**config.mk**
```make
export PLATFORM = sky130hd
export DESIGN_NAME = sdram_lp_tracker
export DESIGN_NICKNAME = d
export VERILOG_FILES = /design/src/rtl/sdram_lp_pkg.sv /design/src/rtl/sdram_lp_decode.sv /design/src/rtl/sdram_lp_wake_timer.sv /design/src/rtl/sdram_lp_fsm.sv /design/src/rtl/sdram_lp_tracker.sv
export SDC_FILE = /design/constraint.sdc
export NUM_CORES = 1
export LEC_CHECK = 0
export BUFFER_PORTS_ARGS = -buffer_cell sky130_fd_sc_hd__buf_2
export CORE_MARGIN = 3
export CORE_UTILIZATION = 25
export DETAILED_ROUTE_END_ITERATION = 6
export PLACE_DENSITY_LB_ADDON = 0.25
export SETUP_SLACK_MARGIN = 0.5
export SYNTH_ARGS = -nofsm -noshare
export SYNTH_HDL_FRONTEND = slang
export SYNTH_SLANG_ARGS = --single-unit
```
**constraint.sdc**
```tcl
create_clock -name clk -period 1.8 [get_ports clk]
set_input_delay 0.36 -clock clk [delete_from_list [all_inputs] [get_ports clk]]
set_output_delay 0.36 -clock clk [all_outputs]
set_load 0.05 [all_outputs]
```
**src/rtl/sdram_lp_pkg.sv**
```systemverilog
package sdram_lp_pkg;

    typedef enum logic [2:0] {
        PS_IDLE   = 3'd0,
        PS_ACTIVE = 3'd1,
        PS_PDOWN  = 3'd2,
        PS_SREF   = 3'd3,
        PS_WAKE   = 3'd4
    } pwr_state_e;

    typedef enum logic [1:0] {
        CMD_DESEL = 2'd0,
        CMD_NOP   = 2'd1,
        CMD_SREF  = 2'd2,
        CMD_OTHER = 2'd3
    } cmd_class_e;

    typedef struct packed {
        logic fall;
        logic rise;
    } cke_edge_t;

    function automatic cmd_class_e classify(input logic cs_n, input logic ras_n,
                                            input logic cas_n, input logic we_n);
        if (cs_n)
            return CMD_DESEL;
        if (ras_n && cas_n && we_n)
            return CMD_NOP;
        if (!ras_n && !cas_n && we_n)
            return CMD_SREF;
        return CMD_OTHER;
    endfunction

    function automatic logic quiet_cmd(input cmd_class_e c);
        return (c == CMD_DESEL) || (c == CMD_NOP);
    endfunction

    function automatic logic is_awake(input pwr_state_e s);
        return (s == PS_IDLE) || (s == PS_ACTIVE);
    endfunction

endpackage

```
**src/rtl/sdram_lp_decode.sv**
```systemverilog
module sdram_lp_decode
    import sdram_lp_pkg::*;
(
    input  logic       cke_prev_i,
    input  logic       cke_i,
    input  logic       cs_n_i,
    input  logic       ras_n_i,
    input  logic       cas_n_i,
    input  logic       we_n_i,
    output cmd_class_e cmd_o,
    output cke_edge_t  edge_o
);

    always_comb begin
        cmd_o       = classify(cs_n_i, ras_n_i, cas_n_i, we_n_i);
        edge_o.fall = cke_prev_i & ~cke_i;
        edge_o.rise = ~cke_prev_i & cke_i;
    end

endmodule

```
**src/rtl/sdram_lp_wake_timer.sv**
```systemverilog
module sdram_lp_wake_timer #(
    parameter int EXIT_DLY = 4
) (
    input  logic clk,
    input  logic rst,
    input  logic start_i,
    output logic done_o
);

    localparam int CW = (EXIT_DLY < 2) ? 1 : $clog2(EXIT_DLY + 1);
    localparam logic [CW-1:0] LOAD = CW'(EXIT_DLY - 1);

    logic          busy_q;
    logic [CW-1:0] cnt_q;

    always_ff @(posedge clk) begin
        if (rst) begin
            busy_q <= 1'b0;
            cnt_q  <= '0;
        end else if (start_i) begin
            busy_q <= 1'b1;
            cnt_q  <= LOAD;
        end else if (busy_q) begin
            if (cnt_q == '0)
                busy_q <= 1'b0;
            else
                cnt_q <= cnt_q - CW'(1);
        end
    end

    assign done_o = busy_q && (cnt_q == '0);


    wake_count_step_chk: assert property (@(posedge clk) disable iff (rst)
        (busy_q && cnt_q != '0 && !start_i) |=> (busy_q && cnt_q == $past(cnt_q) - CW'(1)));


    wake_done_release_chk: assert property (@(posedge clk) disable iff (rst)
        (done_o && !start_i) |=> !busy_q);

endmodule

```
**src/rtl/sdram_lp_fsm.sv**
```systemverilog
module sdram_lp_fsm
    import sdram_lp_pkg::*;
(
    input  logic       clk,
    input  logic       rst,
    input  cmd_class_e cmd_i,
    input  cke_edge_t  edge_i,
    input  logic       cke_i,
    input  logic       banks_idle_i,
    input  logic       wake_done_i,
    output pwr_state_e state_o,
    output logic       illegal_o,
    output logic       wake_start_o
);

    pwr_state_e state_q, state_d;
    logic       illegal_q, illegal_d;

    always_comb begin
        state_d      = state_q;
        illegal_d    = 1'b0;
        wake_start_o = 1'b0;
        unique case (state_q)
            PS_IDLE, PS_ACTIVE: begin
                if (edge_i.fall) begin
                    if (!banks_idle_i) begin
                        illegal_d = 1'b1;
                        state_d   = PS_ACTIVE;
                    end else if (quiet_cmd(cmd_i)) begin
                        state_d = PS_PDOWN;
                    end else if (cmd_i == CMD_SREF) begin
                        state_d = PS_SREF;
                    end else begin
                        illegal_d = 1'b1;
                        state_d   = PS_IDLE;
                    end
                end else begin
                    state_d = banks_idle_i ? PS_IDLE : PS_ACTIVE;
                end
            end
            PS_PDOWN: begin
                if (edge_i.rise) begin
                    state_d      = PS_WAKE;
                    wake_start_o = 1'b1;
                end
            end
            PS_SREF: begin
                if (edge_i.rise) begin
                    if (quiet_cmd(cmd_i)) begin
                        state_d      = PS_WAKE;
                        wake_start_o = 1'b1;
                    end else begin
                        illegal_d = 1'b1;
                    end
                end
            end
            PS_WAKE: begin
                if (wake_done_i)
                    state_d = banks_idle_i ? PS_IDLE : PS_ACTIVE;
            end
            default: state_d = PS_IDLE;
        endcase
    end

    always_ff @(posedge clk) begin
        if (rst) begin
            state_q   <= PS_IDLE;
            illegal_q <= 1'b0;
        end else begin
            state_q   <= state_d;
            illegal_q <= illegal_d;
        end
    end

    assign state_o   = state_q;
    assign illegal_o = illegal_q;


    illegal_single_chk: assert property (@(posedge clk) disable iff (rst)
        illegal_q |=> !illegal_q);


    entry_needs_idle_chk: assert property (@(posedge clk) disable iff (rst)
        (is_awake(state_q) && !banks_idle_i) |=> is_awake(state_q));


    sref_hold_chk: assert property (@(posedge clk) disable iff (rst)
        (state_q == PS_SREF && !edge_i.rise) |=> (state_q == PS_SREF && !illegal_q));


    pdown_rise_chk: assert property (@(posedge clk) disable iff (rst)
        (state_q == PS_PDOWN && edge_i.rise) |=> (state_q == PS_WAKE));


    pdown_hold_chk: assert property (@(posedge clk) disable iff (rst)
        (state_q == PS_PDOWN && !cke_i) |=> (state_q == PS_PDOWN));

endmodule

```
**src/rtl/sdram_lp_tracker.sv**
```systemverilog
module sdram_lp_tracker
    import sdram_lp_pkg::*;
#(
    parameter int EXIT_DLY = 4
) (
    input  logic       clk,
    input  logic       rst,
    input  logic       cke_i,
    input  logic       cs_n_i,
    input  logic       ras_n_i,
    input  logic       cas_n_i,
    input  logic       we_n_i,
    input  logic       banks_idle_i,
    output logic [2:0] state_o,
    output logic       illegal_o,
    output logic       ready_o
);

    logic       cke_prev_q;
    cmd_class_e cmd;
    cke_edge_t  cke_edge;
    logic       wake_start;
    logic       wake_done;
    pwr_state_e state;

    always_ff @(posedge clk) begin
        if (rst)
            cke_prev_q <= 1'b1;
        else
            cke_prev_q <= cke_i;
    end

    sdram_lp_decode u_decode (
        .cke_prev_i (cke_prev_q),
        .cke_i      (cke_i),
        .cs_n_i     (cs_n_i),
        .ras_n_i    (ras_n_i),
        .cas_n_i    (cas_n_i),
        .we_n_i     (we_n_i),
        .cmd_o      (cmd),
        .edge_o     (cke_edge)
    );

    sdram_lp_wake_timer #(.EXIT_DLY(EXIT_DLY)) u_timer (
        .clk     (clk),
        .rst     (rst),
        .start_i (wake_start),
        .done_o  (wake_done)
    );

    sdram_lp_fsm u_fsm (
        .clk          (clk),
        .rst          (rst),
        .cmd_i        (cmd),
        .edge_i       (cke_edge),
        .cke_i        (cke_i),
        .banks_idle_i (banks_idle_i),
        .wake_done_i  (wake_done),
        .state_o      (state),
        .illegal_o    (illegal_o),
        .wake_start_o (wake_start)
    );

    assign state_o = state;
    assign ready_o = is_awake(state);


    lowpower_not_ready_chk: assert property (@(posedge clk) disable iff (rst)
        (state_o == 3'd2 || state_o == 3'd3) |-> !ready_o);


    sref_exit_quiet_chk: assert property (@(posedge clk) disable iff (rst)
        (state_o == 3'd3 && !cke_prev_q && cke_i && !cs_n_i && !(ras_n_i && cas_n_i && we_n_i))
        |=> (state_o == 3'd3 && illegal_o));

endmodule

```
==> results of run 1 <==
[routing by layer]
metal / GRT usage [%] / vias up / routed length (µm)
met5: 0 / - / 0
met4: 9.417 / 0 / 39
li1: - / 239 / -
met2: 13.95 / 12 / 534
met1: 11.71 / 215 / 545
met3: 2.915 / 4 / 63
[cells in the final DEF (no fill, tap or decap), types with 2 or more instances in the layout]
cell,netlist,routed
sky130_fd_sc_hd__buf_2,0,8
sky130_fd_sc_hd__nor2b_1,2,2
sky130_fd_sc_hd__buf_4,0,4
sky130_fd_sc_hd__nand3b_1,2,2
sky130_fd_sc_hd__inv_1,4,3
sky130_fd_sc_hd__nand2_1,3,3
sky130_fd_sc_hd__dfxtp_4,0,2
sky130_fd_sc_hd__nor3_1,3,3
sky130_fd_sc_hd__or2_2,2,2
sky130_fd_sc_hd__a21oi_2,2,2
sky130_fd_sc_hd__dfxtp_1,9,6
sky130_fd_sc_hd__nand2b_1,3,3
sky130_fd_sc_hd__inv_2,1,2
sky130_fd_sc_hd__clkbuf_4,0,4
sky130_fd_sc_hd__a211oi_1,2,2
sky130_fd_sc_hd__xnor2_1,2,2
sky130_fd_sc_hd__a21oi_1,6,6
[stage by stage]
| stage | area [µm²] | worst slack, ps |
|---|---|---|
| finish | 708.2 | 529.6 |
| global route | 708.2 | 488.9 |
| CTS | 644.4 | 489.2 |
| detailed placement | 604.3 | 451.3 |
| global placement | 604.3 | 480.3 |
| floorplan | 516.7 | 508.4 |
[cell families (layout without fill, tap and decap cells)]
group	count (synthesis)	in the layout
buffers and inverters	6	23
AND/OR/NAND/NOR	22	22
XOR/XNOR	2	2
AO/OA/AOI/OAI	16	16
adder cells (fa/ha/maj)	2	2
flip-flops	9	9
[cell usage after synthesis]
cell type	number	area [µm²]
sky130_fd_sc_hd__nand3b_1	2	15.01
sky130_fd_sc_hd__and2_1	1	6.260
sky130_fd_sc_hd__nor4b_2	1	15.01
sky130_fd_sc_hd__nor2b_1	2	12.51
sky130_fd_sc_hd__ha_1	2	25.02
sky130_fd_sc_hd__a32o_1	1	10.01
sky130_fd_sc_hd__o21ai_1	2	10.01
sky130_fd_sc_hd__nand2_1	3	11.26
sky130_fd_sc_hd__clkbuf_1	1	3.750
sky130_fd_sc_hd__inv_2	1	3.750
sky130_fd_sc_hd__or2_2	2	12.51
sky130_fd_sc_hd__a21oi_2	2	17.52
sky130_fd_sc_hd__nor4b_1	1	8.760
sky130_fd_sc_hd__inv_1	4	15.01
sky130_fd_sc_hd__nand4_1	1	6.260
sky130_fd_sc_hd__a211oi_1	2	15.01
sky130_fd_sc_hd__a31oi_2	1	12.51
sky130_fd_sc_hd__nor3_1	3	15.01
sky130_fd_sc_hd__dfxtp_1	9	180.2
sky130_fd_sc_hd__xnor2_1	2	17.52
sky130_fd_sc_hd__nand2b_1	3	18.77
sky130_fd_sc_hd__nor2_1	2	7.510
sky130_fd_sc_hd__or3_4	1	11.26
sky130_fd_sc_hd__a311oi_2	2	30.03
sky130_fd_sc_hd__a21oi_1	6	30.03
[registers in the layout, summed over array words and instances (netlist names)]
signal,count
u_fsm.illegal_o,1
u_timer.cnt_q,3
u_timer.busy_q,1
u_fsm.state_o,3
cke_prev_q,1
[power by group]
part / switching, mW / leakage (nW) / internal [mW]
logic: 0.0707 / 0.157 / 0.0460
clock network: 0.0710 / 0.0150 / 0.0855
registers: 0.0115 / 0.0752 / 0.207
[what timing repair did]
| action | in CTS | in global routing |
|---|---|---|
| setup endpoints to repair | 5 | 8 |
| gates cloned | 0 | 0 |
| setup buffers | 0 | 2 |
| resized for setup | 5 | 10 |
| pin swaps | 0 | 3 |
[area by class of cell]
class	count	share of cell area, %
flip-flops and latches	9	26.68
inverters	5	2.650
repair buffers	14	13.07
clock buffers	4	3.710
multi-input cells	42	49.47
well taps	25	4.417
[path summary, 6_finish.rpt]
check,to,depth (start not counted),startpoint
max,ready_o,2,u_fsm.state_o[2]$_SDFFE_PP0P_
max reg2reg,u_timer.cnt_q[1]$_SDFFE_PP0P_,6,u_timer.cnt_q[0]$_SDFFE_PP0P_
min reg2reg,u_timer.cnt_q[1]$_SDFFE_PP0P_,2,u_timer.cnt_q[1]$_SDFFE_PP0P_
min,cke_prev_q$_SDFF_PP1_,2,cke_i
==> summary by stage, run 1 <==
Clock tree
TritonCTS built the clock tree. The root buffer cell is sky130_fd_sc_hd__clkbuf_4. Hold repair after CTS inserted 0 buffers. The CTS H-tree depth is 1. Counting along the longest clock path gives a buffer depth of 2. At the later pin of the worst-skew pair, clock insertion delay measures 260 ps.

The tree built by TritonCTS fans out to 9 sinks. The clock input transition at the sequential cells of the worst setup and hold paths is 60 ps. Clock tree synthesis inserted a total of 3 buffers.

Critical path
The worst stage delay on the critical path is 380 ps. The data required time of the worst path is 1440 ps. STA classifies the critical path startpoint as a flip-flop. For flop-to-flop paths, the worst setup slack is 560 ps. The critical path goes through nor2_4 -> buf_8.

STA classifies the critical path endpoint as an output port. Among all stages on the critical path, the largest delay is contributed by sky130_fd_sc_hd__dfxtp_4. Grouping stages by cell kind, the critical path spends the most delay in flip-flops.

The highest net fanout along the worst path is 8. The buffers plus inverters on the worst setup path is 1. The critical path arrival is 910 ps.

The critical path class is flip-flop to output port.

Global routing
The aggregate global-route resource usage is 9.903%. The pin count of the biggest net entering global routing is 11. Summed over all layers, the global routing overflow is 0. The number of antenna violations at the first check in global routing is 0. The via count of the first global-routing pass is 422. The first-pass GRT wire length is 1828 µm.

Floorplan
In this run the standard cell core region covers 1821 µm². The number of top-level design ports is 13. The y dimension of the die is 51.19 µm.

The die covers 2620 µm². For this configuration, the core starts out at a cell density of 28.04%. The floorplan row count is 15.

The die is 51.19 µm wide.

Synth
The synthesized netlist devotes 3.431% of its cell area to XOR and XNOR gates. The average instance in the mapped netlist occupies 8.956 µm². Of the post-synthesis cell area, the part taken by muxes is 0%. The synthesized design contains 9 register bits. The post-synthesis adder-cell area fraction is 4.902%. The post-synthesis cell type count is 25. The net count of the mapped netlist is 67. The compound-gate portion of the synthesized area is 24.51%.

The count of warnings emitted by yosys is 0. The synthesized netlist devotes 27.45% of its cell area to simple gates. Counting every instance in the synthesized netlist gives 57. The proportion of synthesized chip area in sequential cells is 35.29%. The area of the mapped netlist is 510.5 µm². The combinational family with the most area after synthesis is simple AND/OR/NAND/NOR gates.

Routing
Using the TritonRoute via totals, the vias-per-cell ratio works out to 4.747. The routed via count is 470. The iteration count of the initial detailed-routing pass is 2. The per-cell routed wire length is 11.95 µm. The violation count after the first detailed-routing iteration is 10.

The number of remaining DRC errors is 0. The final wirelength is 1183 µm. In this run the remaining antenna-violating nets after routing total 0.

Status
The flow ran to the end, and the final reports show no timing, DRC or antenna violations.

Placed design
The count of port buffers added during placement is 12. The wire-length estimate of the detail-placed layout is 825.2 µm. The number of placed instances, taps included, is 93. The congestion estimate from routability-driven global placement came to 0.7982.

Cells and area
The sequential cells in the finished layout cover a total of 188.9 µm². The utilization after layout is 38.90%. The layout cell share with drive strength beyond 1 is 45.95%. From synthesis to final layout, the design area changed by 38.73%. After the flow finishes, the layout carries non-filler instances totaling 99. The final antenna diode count is 0. Counting the fill cells in the layout gives 202. Summing all multi-input logic gate instances after layout gives 350.3 µm². The net count of the finished layout is 85.

STA
Setup repair after global routing could not meet its margin everywhere. The number of failing hold endpoints at the final stage is 0. The smallest clock period supported by the final layout is computed as 1270 ps.

The final max-slew violation count is 0. In the final timing run, aggregate negative setup slack is 0 ps. For the final database, setup skew stands at 1.840 ps. In this run the tightest slew margin relative to its limit is 78.79%.

At the pin with the least slew margin, the transition time is 317.3 ps. The tightest hold path in the finished design has a slack of 325.9 ps. Setup violations remaining at the end of the flow were counted as 0. The final worst-path cycle share is 70.58%. For this run, the top clock speed supported by timing is 787.1 MHz.

Power
Summed over all cells, the static leakage comes to 0.2469 nW. The total power per unit cell area is 694.4 nW/µm². The design draws 0.4917 mW. The worst voltage drop across the vdd grid is 245.0 µV.

Worst hold path
The path class of the tightest hold or removal check is input pin to flip-flop.

Flow run
Max-cap violations in this run came to 0.
Note: power is estimated with default switching activity, not from simulation.
==> run 2: changes to the inputs <==
--- a/config.mk
+++ b/config.mk
@@ -5,6 +5,7 @@
 export SDC_FILE = /design/constraint.sdc
 export NUM_CORES = 1
 export LEC_CHECK = 0
+export ABC_AREA = 1
 export BUFFER_PORTS_ARGS = -buffer_cell sky130_fd_sc_hd__buf_2
 export CORE_MARGIN = 3
 export CORE_UTILIZATION = 25
==> constraint.sdc (replaced) <==
create_clock -name clk -period 1.1 [get_ports clk]
set_input_delay 0.22 -clock clk [delete_from_list [all_inputs] [get_ports clk]]
set_output_delay 0.22 -clock clk [all_outputs]
set_load 0.05 [all_outputs]
==> summary by stage, run 2 <==
Synth
The area fraction of the dominant cell type after synthesis is 34.62% (-0.68 points). Sorting the synthesized cells by area gives the leading types as sky130_fd_sc_hd__dfxtp_1, sky130_fd_sc_hd__nand2_1, sky130_fd_sc_hd__nand3_1. The number of enable flip-flop cells after synthesis is 0 (unchanged). The commonest cells after synthesis are sky130_fd_sc_hd__nand2_1, sky130_fd_sc_hd__inv_1, sky130_fd_sc_hd__dfxtp_1, sky130_fd_sc_hd__nand3_1, sky130_fd_sc_hd__nor2_1. The share of the synthesized netlist area taken by xor and xnor gates was 3.365% (-0.066 points). Yosys instantiated no cell more often than sky130_fd_sc_hd__nand2_1. The proportion of synthesized flip-flops having asynchronous set or reset came to 0% (unchanged). The most instantiated flip-flop cell in the synthesis netlist is sky130_fd_sc_hd__dfxtp_1.

The count of warnings emitted by yosys is 0 (unchanged). The post-synthesis cell type count is 17 (-32%). The compound-gate portion of the synthesized area is 12.26% (-12 points). The total of flip-flops plus latches after synthesis is 9 (unchanged). The mean post-synth cell area is 6.673 µm² (-25%).

The combinational family with the most area after synthesis is simple AND/OR/NAND/NOR gates. The proportion of synthesized chip area in sequential cells is 34.62% (-0.68 points). The proportion of synthesized area in mux cells is 0% (unchanged).

The basic-gate share of the synthesized area counting and, or, nand and nor cells came to 34.86% (+7.4 points). The area of the mapped netlist came to 520.5 µm² (+2.0%). The post-synthesis adder-cell area fraction is 4.808% (-0.094 points). The biggest area contributor in the post-synthesis netlist is sky130_fd_sc_hd__dfxtp_1. The net count of the mapped netlist came to 88 (+31%). The synthesized netlist cell count is 78 (+37%).

Clock tree
The CTS H-tree depth is 1 (unchanged). The number of buffers inserted during clock tree synthesis is 3 (unchanged). The clock input transition at the sequential cells of the worst setup and hold paths is 60 ps (about the same).

The tree is rooted in a sky130_fd_sc_hd__clkbuf_4. The sink count of the clock tree is 9 (unchanged). The clock insertion delay at the later pin of the skew report is 260 ps (about the same). The TritonCTS clock tree is yes.

The deepest clock path buffer count is 2 (unchanged).

Flow run
The max-cap check violation count is 0 (unchanged).

Routing
The detailed-route vias per instance was 4.252 (-10%). The per-cell routed wire length was 9.858 µm (-18%). The iteration count of the initial detailed-routing pass is 1 (-1). The post-route antenna net violation count came to 0 (unchanged). The final wirelength is 1252 µm (+5.8%). The violation count after the first detailed-routing iteration is 0 (-10). The routed via count is 540 (+15%). The number of remaining DRC errors is 0 (unchanged).

Placed design
The cell count after placement is 117 (+26%). The HPWL after detailed placement is 918.1 µm (+11%). The count of port buffers added during placement is 12 (unchanged).

The final weighted congestion in routability-driven placement is 0.7638 (-4.3%).

Cells and area
The final antenna diode count is 0 (unchanged). The utilization after layout came to 49.25% (+10 points). The layout cell share with drive strength beyond 1 came to 57.84% (+12 points). The final cell count without fillers is 127 (+28%).

The most common library cell in the layout ignoring fill and taps is sky130_fd_sc_hd__nand2_1. The signed area change from the synthesized netlist to the final layout is 74.04%. The total number of nets in the final design is 113 (+33%).

The library cells used most frequently in the layout, excluding fill and tap cells, are sky130_fd_sc_hd__nand2_1, sky130_fd_sc_hd__inv_1, sky130_fd_sc_hd__buf_2, sky130_fd_sc_hd__buf_4, sky130_fd_sc_hd__nor2_1.

STA
Setup repair after global routing could not meet its margin everywhere. The transition at the pin with the smallest max-transition slack is 268.7 ps (-48.57 ps). The final max-slew violation count is 0 (unchanged). The final worst-path cycle share is 104.1%. The number of failing hold endpoints at the final stage is 0 (unchanged). The clock period minus worst slack is 1146 ps.

The post-route worst setup slack is -45.51 ps (-575.1 ps). The final number of setup-violating endpoints was 2 (+2). The setup clock skew after layout is 5.855 ps (+4.015 ps). Derived from the worst setup path, the maximum achievable clock frequency is 873.0 MHz. The headroom to the max-slew limit is 82.06% (+3.3 points).

Floorplan
The floorplan die width is 51.63 µm (+0.86%). The total die area is 2666 µm² (+1.7%). The core outline area is 1839 µm² (+1.0%).

The y dimension of the die was 51.63 µm (+0.86%). The floorplan row count came to 15 (unchanged). The initial core utilization is 28.30% (+0.26 points). The number of top-level design ports is 13 (unchanged).

Power
The share of total power in the clock network was 30.7% (-1.1 points). The combinational share of power is 27.3% (+3.6 points). The worst voltage drop across the vdd grid was 502.1 µV (+100%). The sum of internal, switching and leakage power is 0.8333 mW (+69%). The switching power came to 0.2662 mW (+74%). The total internal power is 0.5670 mW (+68%). The leakage power is 0.4017 nW (+63%). The total power per unit cell area came to 919.9 nW/µm² (+32%). The sequential power share is 42.1% (-2.3 points). The switching portion of total power is 31.95% (+0.79 points).

Global routing
The aggregate global-route resource usage is 11.53% (+1.6 points). The number of antenna violations at the first check in global routing came to 0 (unchanged). The total overflow reported by the global router is 0 (unchanged).

The first-pass GRT wire length is 2214 µm (+21%). The via count of the first global-routing pass is 539 (+28%). The pin count of the biggest net entering global routing is 7 (-4).

Critical path
The origin of the critical flop-to-flop path is u_timer.cnt_q[0]$_SDFFE_PP0P_. The worst register-to-register path ends at u_timer.cnt_q[0]$_SDFFE_PP0P_. The data required time of the worst path is 880 ps (-560 ps). The capture point of the critical path is ready_o. The depth of the worst register-to-register path came to 6 (unchanged). The capturing element type of the critical path is an output port. The highest net fanout along the worst path was 3 (-5). The internal reg-to-reg setup slack is 30 ps (-530 ps). The element type at the critical path start is a flip-flop. The critical path arrival came to 930 ps (+20 ps).

The critical path is of the flip-flop to output port type. The critical path starts at u_fsm.state_o[2]$_SDFFE_PP0P_.

Status
The final reports fail on setup timing. The flow ran to the end, but the final reports show violations.

Worst hold path
The path class of the tightest hold or removal check is input pin to flip-flop. The hold-critical path depth is 3 (+1).
==> run 2: changes by cell type in the layout (fill, tap and decap cells not counted), sizes merged, moves of 2 or more <==
cell,delta
buf,+7
nor4b,-2
nand3,+9
nand3b,-2
nor2b,-2
nand2,+17
nand2b,-3
a311oi,-2
inv,+9
or2,-2
nor2,+9
a211oi,-2
nor3,-2
==> run 2: area by class of cell <==
| type | count | area [µm²] |
|---|---|---|
| flip-flops and latches | 9 | 197.7 |
| repair buffers | 20 | 156.4 |
| multi-input cells | 55 | 429.2 |
| well taps | 25 | 31.28 |
| clock buffers | 4 | 26.28 |
| fillers | 207 | 933.4 |
| inverters | 14 | 65.06 |
==> run 2: power by group through the flow <==
stage               registers, mW  clock network (mW)  logic [mW]
floorplan                   0.387                   0      0.0911
global placement            0.355                   0       0.172
detailed placement          0.355                   0       0.172
CTS                         0.350               0.268       0.216
global route                0.353               0.294       0.247
finish                      0.351               0.255       0.227
==> run 2: critical path, cell delays in order (launching register included) <==
cell and delay [ps]:
sky130_fd_sc_hd__dfxtp_4 360, sky130_fd_sc_hd__inv_4 50, sky130_fd_sc_hd__nand2_4 70, sky130_fd_sc_hd__inv_8 50
sky130_fd_sc_hd__buf_8 130
==> run 2: cells by family after synthesis <==
logic type | count (synthesis)
flops | 9
fa+ha+maj | 2
simple gates | 41
compound gates | 10
xor+xnor | 2
buf+inv | 14
==> run 2: per-stage QoR <==
| stage | setup WS [ps] | area, µm² | hold WS [ps] | setup TNS [ps] |
|---|---|---|---|---|
| floorplan | 71.26 | 584.3 | 275.1 | 0 |
| global placement | 18.40 | 690.7 | 433.4 | 0 |
| detailed placement | 19.38 | 690.7 | 441.1 | 0 |
| CTS | -56.45 | 849.6 | 173.3 | -67.30 |
| global route | -85.71 | 905.9 | 185.9 | -225.7 |
| finish | -45.51 | 905.9 | 175.8 | -55.01 |
==> run 2: worst min path at each step <==
stage               start                       endpoint  slack (ps)
finish              cke_i          cke_prev_q$_SDFF_PP1_         180
global route          rst  u_fsm.state_o[2]$_SDFFE_PP0P_         190
global placement    cke_i          cke_prev_q$_SDFF_PP1_         430
floorplan             rst  u_timer.cnt_q[1]$_SDFFE_PP0P_         280
detailed placement  cke_i          cke_prev_q$_SDFF_PP1_         440
CTS                 cke_i          cke_prev_q$_SDFF_PP1_         170
==> run 2: timing repair <==
action                                  CTS  global route
setup buffers                             6             0
endpoints found under the setup margin   13            13
pin swaps                                12             9
hold buffers                              0             0
gates resized for setup                  21            13
==> run 2: layer usage <==
metal / vias to the layer above / global-route usage [%] / routed length [µm]
met4: 0 / 6.550 / 12
met2: 11 / 18.43 / 595
li1: 288 / - / -
met5: - / 0 / 0
met1: 237 / 13.44 / 566
met3: 4 / 3.725 / 77
==> run 3: changes to the inputs <==
--- a/config.mk
+++ b/config.mk
@@ -6,7 +6,9 @@
 export NUM_CORES = 1
 export LEC_CHECK = 0
 export ABC_AREA = 1
-export BUFFER_PORTS_ARGS = -buffer_cell sky130_fd_sc_hd__buf_2
+export BUFFER_PORTS_ARGS = -buffer_cell sky130_fd_sc_hd__buf_4
+export CELL_PAD_IN_SITES_DETAIL_PLACEMENT = 1
+export CELL_PAD_IN_SITES_GLOBAL_PLACEMENT = 1
 export CORE_MARGIN = 3
 export CORE_UTILIZATION = 25
 export DETAILED_ROUTE_END_ITERATION = 6
==> constraint.sdc (replaced) <==
create_clock -name clk -period 1.05 [get_ports clk]
set_input_delay 0.21 -clock clk [delete_from_list [all_inputs] [get_ports clk]]
set_output_delay 0.21 -clock clk [all_outputs]
set_load 0.05 [all_outputs]
==> summary by stage, run 3 (synthesis gave the netlist of run 2 again) <==
Power
The worst voltage drop across the vdd grid is 677.9 µV (+35%). The sum of internal, switching and leakage power is 0.9709 mW (+17%). The leakage power came to 0.4741 nW (+18%). The total power per unit cell area is 931.6 nW/µm² (+1.3%).

Cells and area
The library cells used most frequently in the layout, excluding fill and tap cells, are sky130_fd_sc_hd__buf_4, sky130_fd_sc_hd__inv_1, sky130_fd_sc_hd__nand2_2, sky130_fd_sc_hd__nand2_1. The library cell used most frequently in the layout, excluding fill and tap cells, is sky130_fd_sc_hd__buf_4. The utilization after layout was 56.67% (+7.4 points). The signed area change from the synthesized netlist to the final layout is 100.2%.

The area taken by flip-flops and latches came to 197.7 µm² (unchanged). The layout cell share with drive strength beyond 1 is 70.00% (+12 points). The final cell area excluding filler cells is 1042 µm² (+15%).

The final antenna diode count came to 0 (unchanged). The final cell count without fillers is 135 (+6.3%). The count of fill cells added during filler insertion is 238 (+15%). The total number of nets in the final design is 121 (+7.1%). The area of the multi-input gates came to 459.2 µm² (+7.0%).

Floorplan
The y dimension of the die is 51.63 µm (unchanged). The floorplan row count came to 15 (unchanged). The core outline area is 1839 µm² (unchanged). The number of top-level design ports was 13 (unchanged). The floorplan die width is 51.63 µm (unchanged). The total die area was 2666 µm² (unchanged).

The initial core utilization came to 28.30% (unchanged).

Routing
The routed metal-1 wire length was 832 µm (+47%). The routed via count is 614 (+14%). The iteration count of the initial detailed-routing pass is 4 (+3).

The number of remaining DRC errors is 0 (unchanged). The routed wire length on met3 was 69 µm (-10%). The final wirelength came to 2096 µm (+67%).

The top layer used by detailed routing is met4. The violation count after the first detailed-routing iteration is 7 (+7). The per-cell routed wire length is 15.53 µm (+57%). The detailed-route vias per instance is 4.548 (+7.0%).

The post-route antenna net violation count is 0 (unchanged). The total met2 wirelength after detailed routing is 1162 µm (+95%).

Clock tree
The deepest clock path buffer count was 2 (unchanged). TritonCTS built the clock tree. CTS placed an instance of sky130_fd_sc_hd__clkbuf_4 at the clock tree root. The sink count of the clock tree is 9 (unchanged). The clock insertion delay at the later pin of the skew report was 270 ps (about the same). The CTS H-tree depth is 1 (unchanged).

The number of buffers inserted during clock tree synthesis is 3 (unchanged). The clock input transition at the sequential cells of the worst setup and hold paths was 60 ps (about the same).

STA
The final worst-path cycle share is 114.1%. The total negative slack for setup checks came to -674.3 ps (-619.3 ps). The clock period minus worst slack is 1198 ps. The tightest hold margin is 149.1 ps (-26.64 ps). The transition at the pin with the smallest max-transition slack was 223.1 ps (-45.67 ps). The final number of setup-violating endpoints is 10 (+8). The headroom to the max-slew limit was 85.07% (+3.0 points).

Static timing analysis puts the maximum clock frequency at 834.7 MHz. Setup repair after global routing could not meet its margin everywhere. The number of failing hold endpoints at the final stage came to 0 (unchanged). The setup clock skew after layout came to 0.6492 ps (-5.205 ps). The post-route worst setup slack is -148.0 ps (-102.5 ps).

The final max-slew violation count is 0 (unchanged).

Critical path
The worst setup path is launched from a flip-flop. The library cell appearing most often on the critical path is sky130_fd_sc_hd__nor2_4. The depth of the worst register-to-register path is 8 (+2).

The critical path arrival is 1400 ps (+470 ps). The worst stage delay on the critical path is 360 ps (about the same). The endpoint identified for the worst register-to-register timing path is u_fsm.state_o[0]$_SDFFE_PP0P_.

The startpoint identified for the worst register-to-register timing path is u_fsm.state_o[1]$_SDFFE_PP0P_. The launching element of the worst setup path is u_fsm.state_o[1]$_SDFFE_PP0P_. STA classifies the critical path endpoint as a flip-flop. The data required time of the worst path came to 1260 ps (+380 ps).

The critical path goes through inv_4 -> nand2_4 -> buf_4 -> nor2_4 -> nand3_1 -> nand2_2 -> nor2_4 -> nor2_2. The internal reg-to-reg setup slack is -150 ps (-180 ps). The cell with the largest stage delay on the worst path is sky130_fd_sc_hd__dfxtp_4. The critical path class is flip-flop to flip-flop. The highest net fanout along the worst path is 3 (unchanged).

Placed design
The HPWL after detailed placement is 1221 µm (+33%). The post-placement setup slack is -68.53 ps (-87.91 ps). The cell count after placement is 121 (+3.4%). The post-placement cell area is 750.7 µm² (+8.7%). The count of port buffers added during placement is 12 (unchanged).

The final weighted congestion in routability-driven placement is 0.8801 (+15%).

Worst hold path
In this run the most critical hold path is launched from rst. The hold-critical path depth was 2 (-1). The path class of the tightest hold or removal check is input pin to flip-flop. The end of the worst hold path is u_fsm.state_o[2]$_SDFFE_PP0P_.

Global routing
The via count of the first global-routing pass was 674 (+25%). The pin count of the biggest net entering global routing is 7 (unchanged). The aggregate global-route resource usage is 16.50% (+5.0 points).

The number of antenna violations at the first check in global routing came to 0 (unchanged). The first-pass GRT wire length is 3139 µm (+42%). The total overflow reported by the global router came to 0 (unchanged).

Status
The final reports fail on setup timing. The flow ran to the end, but the final reports show violations.

Flow run
The max-cap check violation count is 0 (unchanged).
[run 3: cell types whose count changed in the layout (fill, tap and decap cells not counted), moves of 2 or more]
cell / before / now
sky130_fd_sc_hd__buf_4: 8 / 19
sky130_fd_sc_hd__nor2_2: 1 / 3
sky130_fd_sc_hd__buf_8: 3 / 5
sky130_fd_sc_hd__nand2_1: 14 / 8
sky130_fd_sc_hd__nor2_1: 6 / 3
sky130_fd_sc_hd__buf_2: 8 / 0
sky130_fd_sc_hd__nand2_2: 3 / 8
sky130_fd_sc_hd__buf_6: 1 / 4
sky130_fd_sc_hd__nand2_4: 2 / 4
[run 3: how the worst max path moves through the flow]
stage                                    endpoint  slack (ps)
finish              u_fsm.state_o[0]$_SDFFE_PP0P_        -150
global route        u_fsm.state_o[0]$_SDFFE_PP0P_        -210
global placement    u_fsm.state_o[0]$_SDFFE_PP0P_         -30
floorplan           u_fsm.state_o[0]$_SDFFE_PP0P_          20
CTS                                       ready_o        -100
detailed placement  u_fsm.state_o[0]$_SDFFE_PP0P_         -70
[run 3: layout make-up]
type                    count  area share, %
well taps                  25          3.001
multi-input cells          55          44.06
inverters                  14          6.242
clock buffers               4          2.521
repair buffers             28          25.21
flip-flops and latches      9          18.97
[run 3: metal layers]
metal	global-route usage [%]	vias to the layer above
met4	5.240	0
met1	17.57	293
met5	0	-
met3	5.158	4
met2	30.51	10
li1	-	307
[run 3: critical path, delay by kind of cell (launching register included)]
kind	cells	cell delay [ps]
buf+inv	2	210
simple gates	6	560
flops	1	360
[run 3: repair_timing]
action                                  4_1_cts  5_1_grt
resized for setup                            29       19
endpoints found under the setup margin       13       13
buffers inserted                              9        1
pin swaps                                     8        8
hold buffers                                  0        0
gates cloned                                  0        0
[run 3: power breakdown]
part | switching, mW | total (mW) | internal (mW) | leakage (nW)
registers | 0.0163 | 0.368 | 0.352 | 0.0772
logic | 0.181 | 0.322 | 0.141 | 0.382
clock network | 0.134 | 0.281 | 0.147 | 0.0150
